--- src/rtl/bkpt_pkg.sv ---
package bkpt_pkg;

  // register word selects
  typedef enum logic [2:0] {
    RS_ADDR = 3'd0,
    RS_MASK = 3'd1,
    RS_COND = 3'd2,
    RS_CTRL = 3'd3,
    RS_TGT  = 3'd4,
    RS_CNT  = 3'd5
  } reg_sel_e;

  // condition selects, bit 0 is cpu_ok
  typedef struct packed {
    logic wr_ok;
    logic rd_ok;
    logic data_ok;
    logic fetch_ok;
    logic dma_ok;
    logic cpu_ok;
  } cond_t;

  // control/status, bit 0 is cpu_flag
  typedef struct packed {
    logic after_exec;
    logic cnt_en;
    logic dma_flag;
    logic cpu_flag;
  } ctl_t;

  localparam int COND_W = $bits(cond_t);
  localparam int CTL_W  = $bits(ctl_t);

endpackage

--- src/rtl/bkpt_match.sv ---
module bkpt_match
  import bkpt_pkg::*;
#(
  parameter int AW = 32
) (
  input  logic          bus_valid,
  input  logic          bus_is_dma,
  input  logic          bus_fetch,
  input  logic          bus_write,
  input  logic [AW-1:0] bus_addr,
  input  logic [AW-1:0] ref_addr,
  input  logic [AW-1:0] ref_mask,
  input  cond_t         cond,
  output logic          hit,
  output logic          addr_ok
);

  // mask bit 1 = don't care
  function automatic logic addr_hit(input logic [AW-1:0] a,
                                    input logic [AW-1:0] r,
                                    input logic [AW-1:0] m);
    return ((a ^ r) & ~m) == '0;
  endfunction

  function automatic logic attr_ok(input cond_t c, input logic dma,
                                   input logic fetch, input logic wr);
    logic i_ok, t_ok, d_ok;
    i_ok = dma   ? c.dma_ok  : c.cpu_ok;
    t_ok = fetch ? c.fetch_ok : c.data_ok;
    d_ok = wr    ? c.wr_ok   : c.rd_ok;
    return i_ok & t_ok & d_ok;
  endfunction

  logic attr_pass;

  assign addr_ok   = addr_hit(bus_addr, ref_addr, ref_mask);
  assign attr_pass = attr_ok(cond, bus_is_dma, bus_fetch, bus_write);
  assign hit       = bus_valid & addr_ok & attr_pass;

  // a hit always has a compatible address
  always_comb begin
    a_r1_hit_needs_addr: assert (!hit || addr_ok);
  end

endmodule

--- src/rtl/bkpt_regs.sv ---
module bkpt_regs
  import bkpt_pkg::*;
#(
  parameter int AW = 32,
  parameter int CW = 12
) (
  input  logic          clk,
  input  logic          rst_n,
  input  logic          reg_we,
  input  logic [2:0]    reg_addr,
  input  logic [AW-1:0] reg_wdata,
  output logic [AW-1:0] reg_rdata,
  input  logic          cpu_set,
  input  logic          dma_set,
  input  logic [CW-1:0] occ_count,
  output logic [AW-1:0] ref_addr,
  output logic [AW-1:0] ref_mask,
  output cond_t         cond,
  output logic          cnt_en,
  output logic          after_exec,
  output logic [CW-1:0] target,
  output logic          target_wr
);

  localparam int PAD_COND = AW - COND_W;
  localparam int PAD_CTL  = AW - CTL_W;
  localparam int PAD_CNT  = AW - CW;

  reg_sel_e sel;
  ctl_t     ctl_q, ctl_d;
  logic     ctrl_wr;

  assign sel       = reg_sel_e'(reg_addr);
  assign ctrl_wr   = reg_we && (sel == RS_CTRL);
  assign target_wr = reg_we && (sel == RS_TGT);

  // flags: write of 0 clears, hardware set wins
  always_comb begin
    ctl_d = ctl_q;
    if (ctrl_wr) begin
      ctl_d.cpu_flag   = ctl_q.cpu_flag & reg_wdata[0];
      ctl_d.dma_flag   = ctl_q.dma_flag & reg_wdata[1];
      ctl_d.cnt_en     = reg_wdata[2];
      ctl_d.after_exec = reg_wdata[3];
    end
    ctl_d.cpu_flag = ctl_d.cpu_flag | cpu_set;
    ctl_d.dma_flag = ctl_d.dma_flag | dma_set;
  end

  always_ff @(posedge clk) begin
    if (!rst_n) begin
      ref_addr <= '0;
      ref_mask <= '0;
      cond     <= '0;
      ctl_q    <= '0;
      target   <= '0;
    end else begin
      ctl_q <= ctl_d;
      if (reg_we) begin
        case (sel)
          RS_ADDR: ref_addr <= reg_wdata;
          RS_MASK: ref_mask <= reg_wdata;
          RS_COND: cond     <= cond_t'(reg_wdata[COND_W-1:0]);
          RS_TGT:  target   <= reg_wdata[CW-1:0];
          default: ;
        endcase
      end
    end
  end

  assign cnt_en     = ctl_q.cnt_en;
  assign after_exec = ctl_q.after_exec;

  always_comb begin
    case (sel)
      RS_ADDR: reg_rdata = ref_addr;
      RS_MASK: reg_rdata = ref_mask;
      RS_COND: reg_rdata = {{PAD_COND{1'b0}}, cond};
      RS_CTRL: reg_rdata = {{PAD_CTL{1'b0}}, ctl_q};
      RS_TGT:  reg_rdata = {{PAD_CNT{1'b0}}, target};
      RS_CNT:  reg_rdata = {{PAD_CNT{1'b0}}, occ_count};
      default: reg_rdata = '0;
    endcase
  end

  // a CPU match always leaves the flag set
  a_r3_cpu_set: assert property (@(posedge clk) disable iff (!rst_n)
    cpu_set |=> ctl_q.cpu_flag);
  // a DMA match always leaves the flag set
  a_r4_dma_set: assert property (@(posedge clk) disable iff (!rst_n)
    dma_set |=> ctl_q.dma_flag);
  // a flag only falls after a software write of 0 with no match
  a_r5_cpu_clear_src: assert property (@(posedge clk) disable iff (!rst_n)
    $fell(ctl_q.cpu_flag) |-> $past(ctrl_wr && !reg_wdata[0] && !cpu_set));
  a_r5_dma_clear_src: assert property (@(posedge clk) disable iff (!rst_n)
    $fell(ctl_q.dma_flag) |-> $past(ctrl_wr && !reg_wdata[1] && !dma_set));
  // upper control bits read back as zero
  always_comb begin
    a_r6_ctrl_reserved: assert (sel != RS_CTRL || reg_rdata[AW-1:CTL_W] == '0);
  end

endmodule

--- src/rtl/bkpt_exec_track.sv ---
module bkpt_exec_track #(
  parameter int AW = 32
) (
  input  logic          clk,
  input  logic          rst_n,
  input  logic          hit,
  input  logic          bus_fetch,
  input  logic [AW-1:0] bus_addr,
  input  logic          after_exec,
  input  logic          insn_done,
  input  logic [AW-1:0] insn_done_addr,
  output logic          brk_event,
  output logic          pending
);

  logic [AW-1:0] pend_addr;
  logic          defer, immed, retire;

  assign defer     = hit & bus_fetch & after_exec;
  assign immed     = hit & ~defer;
  assign retire    = pending & insn_done & (insn_done_addr == pend_addr);
  assign brk_event = immed | retire;

  always_ff @(posedge clk) begin
    if (!rst_n) begin
      pending   <= 1'b0;
      pend_addr <= '0;
    end else if (defer) begin
      pending   <= 1'b1;
      pend_addr <= bus_addr;
    end else if (retire) begin
      pending   <= 1'b0;
    end
  end

  // pending only starts from a deferred fetch match
  a_r11_pend_source: assert property (@(posedge clk) disable iff (!rst_n)
    $rose(pending) |-> $past(defer));
  // retirement without a new deferral clears pending
  a_r11_retire_clears: assert property (@(posedge clk) disable iff (!rst_n)
    (retire && !defer) |=> !pending);
  // an undeferred hit is an event in the same cycle
  a_r10_immediate: assert property (@(posedge clk) disable iff (!rst_n)
    (hit && !after_exec) |-> brk_event);

endmodule

--- src/rtl/bkpt_pass_counter.sv ---
module bkpt_pass_counter #(
  parameter int CW = 12
) (
  input  logic          clk,
  input  logic          rst_n,
  input  logic          brk_event,
  input  logic          cnt_en,
  input  logic [CW-1:0] target,
  input  logic          target_wr,
  output logic          fire,
  output logic [CW-1:0] count
);

  // next occurrence reaches the target (target 0 acts as 1)
  function automatic logic reached(input logic [CW-1:0] c,
                                   input logic [CW-1:0] t);
    logic [CW:0] nxt;
    nxt = {1'b0, c} + {{CW{1'b0}}, 1'b1};
    return nxt >= {1'b0, t};
  endfunction

  logic take;

  assign take = brk_event & ~target_wr;
  assign fire = take & (~cnt_en | reached(count, target));

  always_ff @(posedge clk) begin
    if (!rst_n) begin
      count <= '0;
    end else if (target_wr) begin
      count <= '0;
    end else if (take && cnt_en) begin
      if (reached(count, target)) count <= '0;
      else                        count <= count + 1'b1;
    end
  end

  // the count never sits at or above a nonzero target
  a_r8_below_target: assert property (@(posedge clk) disable iff (!rst_n)
    (count == '0) || (count < target));
  // a target write leaves the count at zero
  a_r9_wr_resets: assert property (@(posedge clk) disable iff (!rst_n)
    target_wr |=> (count == '0));
  // no firing in a target-write cycle
  always_comb begin
    a_r9_no_fire_on_wr: assert (!(fire && target_wr));
  end

endmodule

--- src/rtl/bus_break_channel.sv ---
module bus_break_channel
  import bkpt_pkg::*;
#(
  parameter int AW = 32,
  parameter int CW = 12
) (
  input  logic          clk,
  input  logic          rst_n,
  input  logic          reg_we,
  input  logic [2:0]    reg_addr,
  input  logic [AW-1:0] reg_wdata,
  output logic [AW-1:0] reg_rdata,
  input  logic          bus_valid,
  input  logic          bus_is_dma,
  input  logic          bus_fetch,
  input  logic          bus_write,
  input  logic [AW-1:0] bus_addr,
  input  logic          insn_done,
  input  logic [AW-1:0] insn_done_addr,
  output logic          brk_irq
);

  logic [AW-1:0] ref_addr, ref_mask;
  cond_t         cond;
  logic          cnt_en, after_exec, target_wr;
  logic [CW-1:0] target, occ_count;
  logic          hit, addr_ok, cpu_set, dma_set;
  logic          brk_event, pending, fire;

  bkpt_match #(.AW(AW)) u_match (
    .bus_valid (bus_valid),
    .bus_is_dma(bus_is_dma),
    .bus_fetch (bus_fetch),
    .bus_write (bus_write),
    .bus_addr  (bus_addr),
    .ref_addr  (ref_addr),
    .ref_mask  (ref_mask),
    .cond      (cond),
    .hit       (hit),
    .addr_ok   (addr_ok)
  );

  assign cpu_set = hit & ~bus_is_dma;
  assign dma_set = hit &  bus_is_dma;

  bkpt_regs #(.AW(AW), .CW(CW)) u_regs (
    .clk       (clk),
    .rst_n     (rst_n),
    .reg_we    (reg_we),
    .reg_addr  (reg_addr),
    .reg_wdata (reg_wdata),
    .reg_rdata (reg_rdata),
    .cpu_set   (cpu_set),
    .dma_set   (dma_set),
    .occ_count (occ_count),
    .ref_addr  (ref_addr),
    .ref_mask  (ref_mask),
    .cond      (cond),
    .cnt_en    (cnt_en),
    .after_exec(after_exec),
    .target    (target),
    .target_wr (target_wr)
  );

  bkpt_exec_track #(.AW(AW)) u_track (
    .clk           (clk),
    .rst_n         (rst_n),
    .hit           (hit),
    .bus_fetch     (bus_fetch),
    .bus_addr      (bus_addr),
    .after_exec    (after_exec),
    .insn_done     (insn_done),
    .insn_done_addr(insn_done_addr),
    .brk_event     (brk_event),
    .pending       (pending)
  );

  bkpt_pass_counter #(.CW(CW)) u_cnt (
    .clk      (clk),
    .rst_n    (rst_n),
    .brk_event(brk_event),
    .cnt_en   (cnt_en),
    .target   (target),
    .target_wr(target_wr),
    .fire     (fire),
    .count    (occ_count)
  );

  always_ff @(posedge clk) begin
    if (!rst_n) brk_irq <= 1'b0;
    else        brk_irq <= fire;
  end

  // every interrupt pulse is backed by a break event
  a_r7_irq_from_event: assert property (@(posedge clk) disable iff (!rst_n)
    brk_irq |-> $past(brk_event));
  // with counting off, an event always raises the request
  a_r7_event_irq: assert property (@(posedge clk) disable iff (!rst_n)
    (brk_event && !cnt_en && !target_wr) |=> brk_irq);
  // nothing is pending while the deferral is unused and no fetch hit occurs
  a_r11_idle: assert property (@(posedge clk) disable iff (!rst_n)
    (!pending && !(hit && bus_fetch && after_exec)) |=> !pending);

endmodule

--- config.mk ---
export PLATFORM = sky130hd
export DESIGN_NAME = bus_break_channel
export DESIGN_NICKNAME = d
export VERILOG_FILES = /design/src/rtl/bkpt_pkg.sv /design/src/rtl/bkpt_match.sv /design/src/rtl/bkpt_regs.sv /design/src/rtl/bkpt_exec_track.sv /design/src/rtl/bkpt_pass_counter.sv /design/src/rtl/bus_break_channel.sv
export SDC_FILE = /design/constraint.sdc
export NUM_CORES = 1
export LEC_CHECK = 0
export BUFFER_PORTS_ARGS = -buffer_cell sky130_fd_sc_hd__buf_4
export CAP_MARGIN = 40
export CORE_MARGIN = 2
export CORE_UTILIZATION = 55
export CTS_BUF_LIST = sky130_fd_sc_hd__clkbuf_4 sky130_fd_sc_hd__clkbuf_8 sky130_fd_sc_hd__clkbuf_16
export CTS_CLUSTER_DIAMETER = 30
export DETAILED_ROUTE_END_ITERATION = 10
export GPL_TIMING_DRIVEN = 0
export PLACE_DENSITY = 0.79
export SLEW_MARGIN = 15
export SYNTH_ARGS = -nofsm -noshare
export SYNTH_HDL_FRONTEND = slang
export SYNTH_SLANG_ARGS = --single-unit
--- constraint.sdc ---
create_clock -name clk -period 4.5 [get_ports clk]
set_input_delay 0.9 -clock clk [delete_from_list [all_inputs] [get_ports clk]]
set_output_delay 0.9 -clock clk [all_outputs]
set_load 0.02 [all_outputs]
==> results of run 1 <==
-- through the flow --
| step | cell area (um2) | setup slack (ns) | instances | power (mW) | util, % |
|---|---|---|---|---|---|
| 4_1_cts | 9159 | 0.8998 | 1185 | 2.918 | 69.99 |
| 5_1_grt | 9159 | 0.5204 | 1185 | 2.993 | 69.99 |
| 2_1_floorplan | 7288 | 1.374 | 838 | 1.371 | - |
| 3_5_place_dp | 8552 | 0.9219 | 1153 | 1.531 | 65.36 |
| 3_3_place_gp | 8552 | 0.9003 | 1153 | 1.528 | 65.36 |
| 6_report | 9159 | 0.8796 | 1185 | 2.919 | 69.99 |
-- layer usage --
layer,wire length (um),vias to the layer above
met3,2035,61
met4,776,0
met1,9182,3196
met2,10880,376
met5,0,-
li1,-,3236
-- placed cells by master (no fill, tap or decap), types with 20 or more instances in the layout --
cell type / Yosys / final
sky130_fd_sc_hd__nor2b_1: 54 / 54
sky130_fd_sc_hd__clkbuf_1: 40 / 40
sky130_fd_sc_hd__xnor2_1: 67 / 67
sky130_fd_sc_hd__nand3_1: 20 / 20
sky130_fd_sc_hd__nor2_1: 28 / 28
sky130_fd_sc_hd__mux2i_1: 45 / 45
sky130_fd_sc_hd__dfxtp_1: 132 / 132
sky130_fd_sc_hd__o22ai_1: 27 / 27
sky130_fd_sc_hd__a22o_1: 20 / 20
sky130_fd_sc_hd__buf_4: 0 / 139
sky130_fd_sc_hd__nand2_1: 176 / 176
sky130_fd_sc_hd__a21boi_0: 77 / 77
-- state kept, by name, summed over array words and instances, names as in the netlist --
name and flops:
u_regs.ref_addr 32, u_regs.ref_mask 32, u_track.pend_addr 32, u_cnt.count 12, u_regs.target 12, u_regs.cond 6
u_regs.ctl_q 2, brk_irq 1, u_regs.after_exec 1, u_regs.cnt_en 1, u_track.pending 1
-- worst max-delay path, cell delays in order --
cell and delay (ns):
sky130_fd_sc_hd__buf_4 0.12, sky130_fd_sc_hd__clkbuf_1 0.25, sky130_fd_sc_hd__nor3_1 0.50, sky130_fd_sc_hd__clkbuf_1 0.51
sky130_fd_sc_hd__a22o_1 0.28, sky130_fd_sc_hd__buf_4 0.16
-- power breakdown --
group | leakage (nW) | internal (mW) | switching [mW] | total [mW]
clock network | 0.295 | 0.897 | 0.508 | 1.40
logic | 1.92 | 0.143 | 0.168 | 0.311
registers | 1.07 | 1.19 | 0.0176 | 1.20
total | 3.29 | 2.23 | 0.693 | 2.92
-- cell families after synthesis --
group	count (synthesis)	share of synthesized area [%]
and+or+nand+nor	338	22.83
AOI/OAI and AO/OA	164	16.82
DFF	132	36.26
xor gates and xnor gates	70	8.412
buffers and inverters	62	3.657
muxes	59	9.785
adders and majority gates	13	2.232
-- layout make-up --
type                            instances  area (um2)
Buffer                                 45       202.7
Clock buffer                           24       509.2
Clock inverter                          8       97.59
Fill cell                            1087        3926
Inverter                               17       63.81
Multi-Input combinational cell        644        4379
Sequential cell                       132        2643
Tap cell                              176       220.2
Timing Repair Buffer                  139        1044
-- worst paths after layout --
check                             endpoint  slack (ns)
max                          reg_rdata[13]        0.88
min          u_regs.target[1]$_SDFFE_PN0P_        0.47
min reg2reg  u_regs.target[1]$_SDFFE_PN0P_        0.47
max reg2reg    u_cnt.count[2]$_SDFFE_PP0P_        0.89
==> results.md, run 1 <==
Clock tree:
- The clock network latency to the later pin of the worst-skew pair is 0.43 ns.
- The number of gates given a new drive strength after cts is 0.
- CTS saw between 100 and 150 sinks.
- The TritonCTS buffer count is 17.
- CTS placed an instance of sky130_fd_sc_hd__clkbuf_16 at the clock tree root.
- The TritonCTS clock tree is done.
- The clock slew at the register clock pins of the worst setup and hold paths is 0.05 ns.
- The clock passes through at most 2 buffers.
- The post-CTS setup buffer count is 0.
- After clock tree synthesis, the flow added hold-fix buffers numbering 0.
- The level count of the clock H-tree is 4.

Setup path:
- The required time of the critical path is ~3.6 ns.
- In this run the worst setup path begins at reg_addr[2].
- The worst path arrival time is roughly 2.7 ns.
- By startpoint and endpoint, the worst setup path is classified as in2out.
- The worst reg2reg path startpoint is u_cnt.count[0]$_SDFFE_PP0P_.
- The endpoint type of the worst setup path is an output port.
- The largest driver fanout on the critical path is 10.
- The worst setup path is launched from an input pin.
- The worst register-to-register path has a depth of 13.

Route:
- The total routed wirelength is about 23000 um.
- The detailed router's first-iteration violation count is about 660.
- The first detailed-routing pass ran for 8 iterations.
- The average via count per standard cell is 5.797.
- The remaining antenna violation count after routing is 0.
- The per-cell routed wire length is 19.30 um.
- The DRC violation count after routing is 0.
- For this block, the via count after detailed routing is roughly 6900.

Status:
- The flow ran to the end, and the final reports show no timing, DRC or antenna violations.

Yosys:
- In the synthesized netlist the async set-or-reset flop fraction comes to 0%.
- The mean instance size in the synthesized netlist is between 8 and 9 um2.
- Of the synthesized area, sequential elements account for a little over a third.
- The count of state elements after synthesis is around 130.
- The commonest cells after synthesis are sky130_fd_sc_hd__nand2_1, sky130_fd_sc_hd__dfxtp_1, sky130_fd_sc_hd__a21boi_0, sky130_fd_sc_hd__xnor2_1, sky130_fd_sc_hd__nor2b_1.
- During synthesis, Yosys emitted a total of 0 warnings.
- The most repeated cell in the gate-level netlist after synthesis is sky130_fd_sc_hd__nand2_1.
- The cell count after synthesis came out at approximately 840.
- The number of nets in the synthesized netlist is roughly 960.
- Synthesis instantiated between 50 and 60 different standard cells from the library.
- The synthesized design contains 0 enable-type register cells.
- sky130_fd_sc_hd__dfxtp_1 takes more of the synthesized area than any other cell.
- The portion of synthesized cell area occupied by the leading cell type is 36.26%.
- In the synthesized netlist the dominant register cell turns out to be sky130_fd_sc_hd__dfxtp_1.
- The post-synthesis instance area is 7288 um2.
- Sorting the synthesized cells by area gives the leading types as sky130_fd_sc_hd__dfxtp_1, sky130_fd_sc_hd__nand2_1, sky130_fd_sc_hd__xnor2_1.

Floorplanning:
- The floorplan step set the die width to about 120 um.
- The I/O pin total is 140.
- The area inside the core boundary is roughly 13000 um2.
- The die area is 14190 um2.
- The total number of placement rows is between 40 and 50.
- The effective utilization at floorplan is approximately 56%.
- The die height is around 120 um.

Final layout:
- Compared with the post-synthesis result, the final layout area differs by 25.67%.
- The number of diodes is 0.
- The fraction of layout instances using a drive strength above 1 is between 15 and 20%.
- After the last flow step, the layout net total stands at between 1000 and 1500.

Timing:
- The final clock skew is 0.008672 ns.
- The total count of max-transition violations in the final report is 0.
- The worst pin sits at a relative slew slack of 48.15%.
- Setup total negative slack on the finished layout was measured at 0 ns.
- The total setup violations reported at the end of the flow is 0.
- At the pin with the least slew margin, the transition time is 0.7777 ns.
- The final critical path takes up 80.45% of the cycle.
- For this run, the top clock speed supported by timing is around 0.28 GHz.
- The worst-case hold slack is approximately 0.47 ns.
- The worst path needs 3.620 ns of the cycle, external delays included.
- The total count of hold-check failures in the final report came to 0.
- Setup repair after global routing left no endpoint under its margin.

Global routing:
- Global routing consumed, on the met3 layer, 7.615% of the routing resources.
- The number of antenna violations at the first check in global routing came to 0.
- The global routing met1 resource utilization is around two fifths.
- The global-route congestion overflow total is 0.
- Entering global routing, the biggest net connects 17 pins.
- Across every metal layer, demand over resource in global routing totals 32.43%.
- The first global-routing pass estimated between 30000 and 40000 um of wire.
- The via count of the first global-routing pass is ~6600.
- The routing layer with the top usage in global route is met2.
- The global routing usage on met2 is 53.70%.

Worst hold path:
- The number of instances on the worst hold path is 2.
- The kind of path behind the tightest hold check is reg2reg.
- The start point of the worst min-delay path is u_regs.target[1]$_SDFFE_PN0P_.

Placed design:
- Input and output buffers added on the ports amount to 139.
- The half-perimeter wire length after placement is around 18000 um.
- The congestion estimate from routability-driven global placement came to 0.9665.

Power and ir drop:
- VDD sags by at most approximately 0.0003 V.
- Summed over all cells, the static leakage comes to about 3.3 nW.
- The power density over the cells is 318.7 nW/um2.

Flow run:
- The number of maximum-capacitance violations is 0.
No activity file was read; power rests on OpenSTA's default activity.
==> run 2: changes to the inputs <==
==> constraint.sdc (replaced) <==
create_clock -name clk -period 3.4 [get_ports clk]
set_input_delay 0.68 -clock clk [delete_from_list [all_inputs] [get_ports clk]]
set_output_delay 0.68 -clock clk [all_outputs]
set_load 0.02 [all_outputs]
==> run 2 against run 1 <==
  * Non-clock buffer count stayed put
  * Sequential share of layout area about the same
  * Count of clock-buffer cells in the layout did not move
  * Utilization up 0.11 points
  * Setup slack worse by 0.67 ns
  * Power rose by 32%
  * Routed wire length about the same
  * Register-to-register slack worse by 0.60 ns
  * Sequential cell count unchanged
  * Highest routed layer unchanged
==> results.md, run 2 (synthesis results as in run 1) <==
Route:
- The average via count per standard cell is 5.801 (about the same).
- The count of TritonRoute iterations in the first routing pass is 5 (-3).
- The total number of vias came to 6874 (+0.073%).
- The DRC violation count after routing came to 0 (unchanged).
- The per-cell routed wire length came to 19.29 um (about the same).
- The total routed wirelength is 22860 um (about the same).
- The detailed router's first-iteration violation count is 656 (-0.91%).
- The remaining antenna violation count after routing is 0 (unchanged).

Setup path:
- The worst path arrival time came to 2.51 ns (-0.21 ns).
- The required time of the critical path is 2.72 ns (-0.88 ns).
- Traced cell by cell, the critical path runs through buf_4 > clkbuf_1 > nor3_1 > clkbuf_1 > a22o_1 > buf_4.
- The critical path in this run is classified as in2out.
- STA classifies the critical path endpoint as an output port.
- The largest driver fanout on the critical path came to 10 (unchanged).
- Among all stages on the critical path, the largest delay is contributed by sky130_fd_sc_hd__nor3_1.
- The worst setup path is launched from an input pin.
- The largest stage delay on the critical path came to 0.51 ns (about the same).

Placed design:
- The weighted congestion reported at the end of routability-driven placement is 0.9665 (unchanged).
- The number of port buffers came to 139 (unchanged).
- The half-perimeter wire length after placement is 17770 um (unchanged).
- The placed instance area is 8552 um2 (unchanged).

Clock tree:
- The clock network latency to the later pin of the worst-skew pair is 0.43 ns (about the same).
- The clock tree root buffer cell is sky130_fd_sc_hd__clkbuf_16.
- The number of buffers between clock root and the deepest sink is 2 (unchanged).
- The clock slew at the register clock pins of the worst setup and hold paths is 0.05 ns (about the same).
- The TritonCTS buffer count is 17 (unchanged).
- The level count of the clock H-tree is 4 (unchanged).
- The clock net sink count is 132 (unchanged).
- The TritonCTS clock tree is done.

Power and ir drop:
- The overall power consumption is 3.866 mW (+32%).
- The static leakage is 3.289 nW (+0.13%).
- The peak supply drop is 0.0003927 V (+32%).
- The power density over the cells is 421.4 nW/um2 (+32%).

Floorplanning:
- The die height is 119.1 um (unchanged).
- The total number of placement rows is 42 (unchanged).
- The die area was 14190 um2 (unchanged).
- The area inside the core boundary is 13090 um2 (unchanged).
- The effective utilization at floorplan was 55.70% (unchanged).
- The I/O pin total was 140 (unchanged).
- The width of the chip is 119.1 um (unchanged).

Final layout:
- From synthesis to final layout, the design area changed by 25.85%.
- Leaving out fill and tap cells, the most frequent cells in the layout are sky130_fd_sc_hd__nand2_1, sky130_fd_sc_hd__buf_4, sky130_fd_sc_hd__dfxtp_1.
- The number of diodes came to 0 (unchanged).
- The final design instance area without fill is 9173 um2 (+0.15%).
- The utilization after layout is 70.10% (+0.11 points).
- The number of filler instances in the final layout was 1084 (-0.28%).
- The most common cell after layout, fill and taps aside is sky130_fd_sc_hd__nand2_1.
- The fraction of layout instances using a drive strength above 1 is 20.32% (+0.40 points).
- The net count reported at finish is 1116 (unchanged).
- In the final layout, the registers with the most flip-flops are u_regs.ref_addr: 32 flops, u_regs.ref_mask: 32 flops, u_track.pend_addr: 32 flops.
- The footprint of the flip-flops and latches is 2644 um2 (about the same).
- The area occupied by multi-input gates came to 4388 um2 (+0.20%).

Timing:
- The maximum operating frequency is ~0.31 GHz.
- The headroom to the max-slew limit is 48.89% (+0.74 points).
- The portion of the clock cycle consumed by the worst path in the final layout is 93.80%.
- The total count of hold-check failures in the final report was 0 (unchanged).
- The final clock skew is 0.009326 ns (+0.0006541 ns).
- The total setup violations reported at the end of the flow is 0 (unchanged).
- The total count of max-transition violations in the final report came to 0 (unchanged).
- The transition time at the pin with the least slew margin came to 0.7667 ns (-0.01103 ns).
- The shortest period the worst path allows is between 3 and 4 ns.
- Setup repair after global routing left no endpoint under its margin.

Global routing:
- The overall routing resource usage was 32.43% (unchanged).
- The via count of the first global-routing pass is 6635 (+0.015%).
- The global-route congestion overflow total is 0 (unchanged).
- The global-route wire length before repair is 35130 um (unchanged).
- The number of antenna violations at the first check in global routing was 0 (unchanged).
- The pin count of the biggest net entering global routing is 17 (unchanged).

Flow run:
- The number of maximum-capacitance violations was 0 (unchanged).

Worst hold path:
- The kind of path behind the tightest hold check is reg2reg.

Status:
- The run finished with clean final reports.
[run 2: cell types whose count changed in the layout (fill, tap and decap cells not counted)]
cell / delta
sky130_fd_sc_hd__nor3_1: -1
sky130_fd_sc_hd__nor2_2: +1
sky130_fd_sc_hd__a2111oi_1: +1
sky130_fd_sc_hd__nor2_1: -1
sky130_fd_sc_hd__dfxtp_1: -1
sky130_fd_sc_hd__a2111oi_0: -1
sky130_fd_sc_hd__dfxtp_2: +1
sky130_fd_sc_hd__clkbuf_4: +1
sky130_fd_sc_hd__nor3_2: +1
sky130_fd_sc_hd__clkbuf_1: -1
[run 2: metrics by stage]
step | hold WS, ns | std cells | setup TNS (ns) | setup WS (ns)
2_1_floorplan | 0.4435 | 838 | 0 | 0.4810
3_3_place_gp | 0.4561 | 1153 | -1.804 | -0.1997
3_5_place_dp | 0.4645 | 1153 | -1.618 | -0.1781
4_1_cts | 0.4720 | 1185 | 0 | 0.08247
5_1_grt | 0.4974 | 1185 | 0 | 0.02295
6_report | 0.4688 | 1185 | 0 | 0.2109
[run 2: final cells by class]
cell class                      count  area share (%)
Inverter                           17          0.6957
Clock buffer                       24           5.552
Buffer                             45           2.251
Tap cell                          176           2.401
Multi-Input combinational cell    644           47.84
Timing Repair Buffer              139           11.38
Clock inverter                      8           1.064
Sequential cell                   132           28.82
[run 2: what timing repair did]
item                                    in CTS  in global routing
endpoints found under the setup margin      10                 10
gates resized for setup                      3                  3
hold endpoints to repair                     0                  0
hold buffers                                 0                  0
buffers inserted                             0                  0
cloned                                       0                  0
pin swaps                                    0                  1
[run 2: per-layer routing]
| layer | wire length [um] | global-route usage, % | up-vias |
|---|---|---|---|
| met5 | 0 | 0 | - |
| met4 | 766 | 13.39 | 0 |
| met3 | 1991 | 7.615 | 58 |
| met2 | 10890 | 53.63 | 390 |
| met1 | 9219 | 40.65 | 3180 |
| li1 | - | - | 3246 |
[run 2: final timing paths]
path / from / to / slack [ns] / cells past startpoint
max reg2reg: u_cnt.count[1]$_SDFFE_PP0P_ / u_cnt.count[0]$_SDFFE_PP0P_ / 0.29 / 13
min: u_regs.target[2]$_SDFFE_PN0P_ / u_regs.target[2]$_SDFFE_PN0P_ / 0.47 / 2
min reg2reg: u_regs.target[2]$_SDFFE_PN0P_ / u_regs.target[2]$_SDFFE_PN0P_ / 0.47 / 2
max: reg_addr[2] / reg_rdata[13] / 0.21 / 6
[run 2: worst max-delay path: cells and delay by family]
| family | cells | cell delay [ns] |
|---|---|---|
| AOI/OAI and AO/OA | 1 | 0.29 |
| and+or+nand+nor | 1 | 0.51 |
| buffers and inverters | 4 | 1.03 |
[run 2: power by group]
part / total (mW) / internal [mW] / switching, mW
Sequential: 1.59 / 1.57 / 0.0232
Combinational: 0.411 / 0.190 / 0.222
Clock: 1.86 / 1.19 / 0.676
Total: 3.87 / 2.95 / 0.920
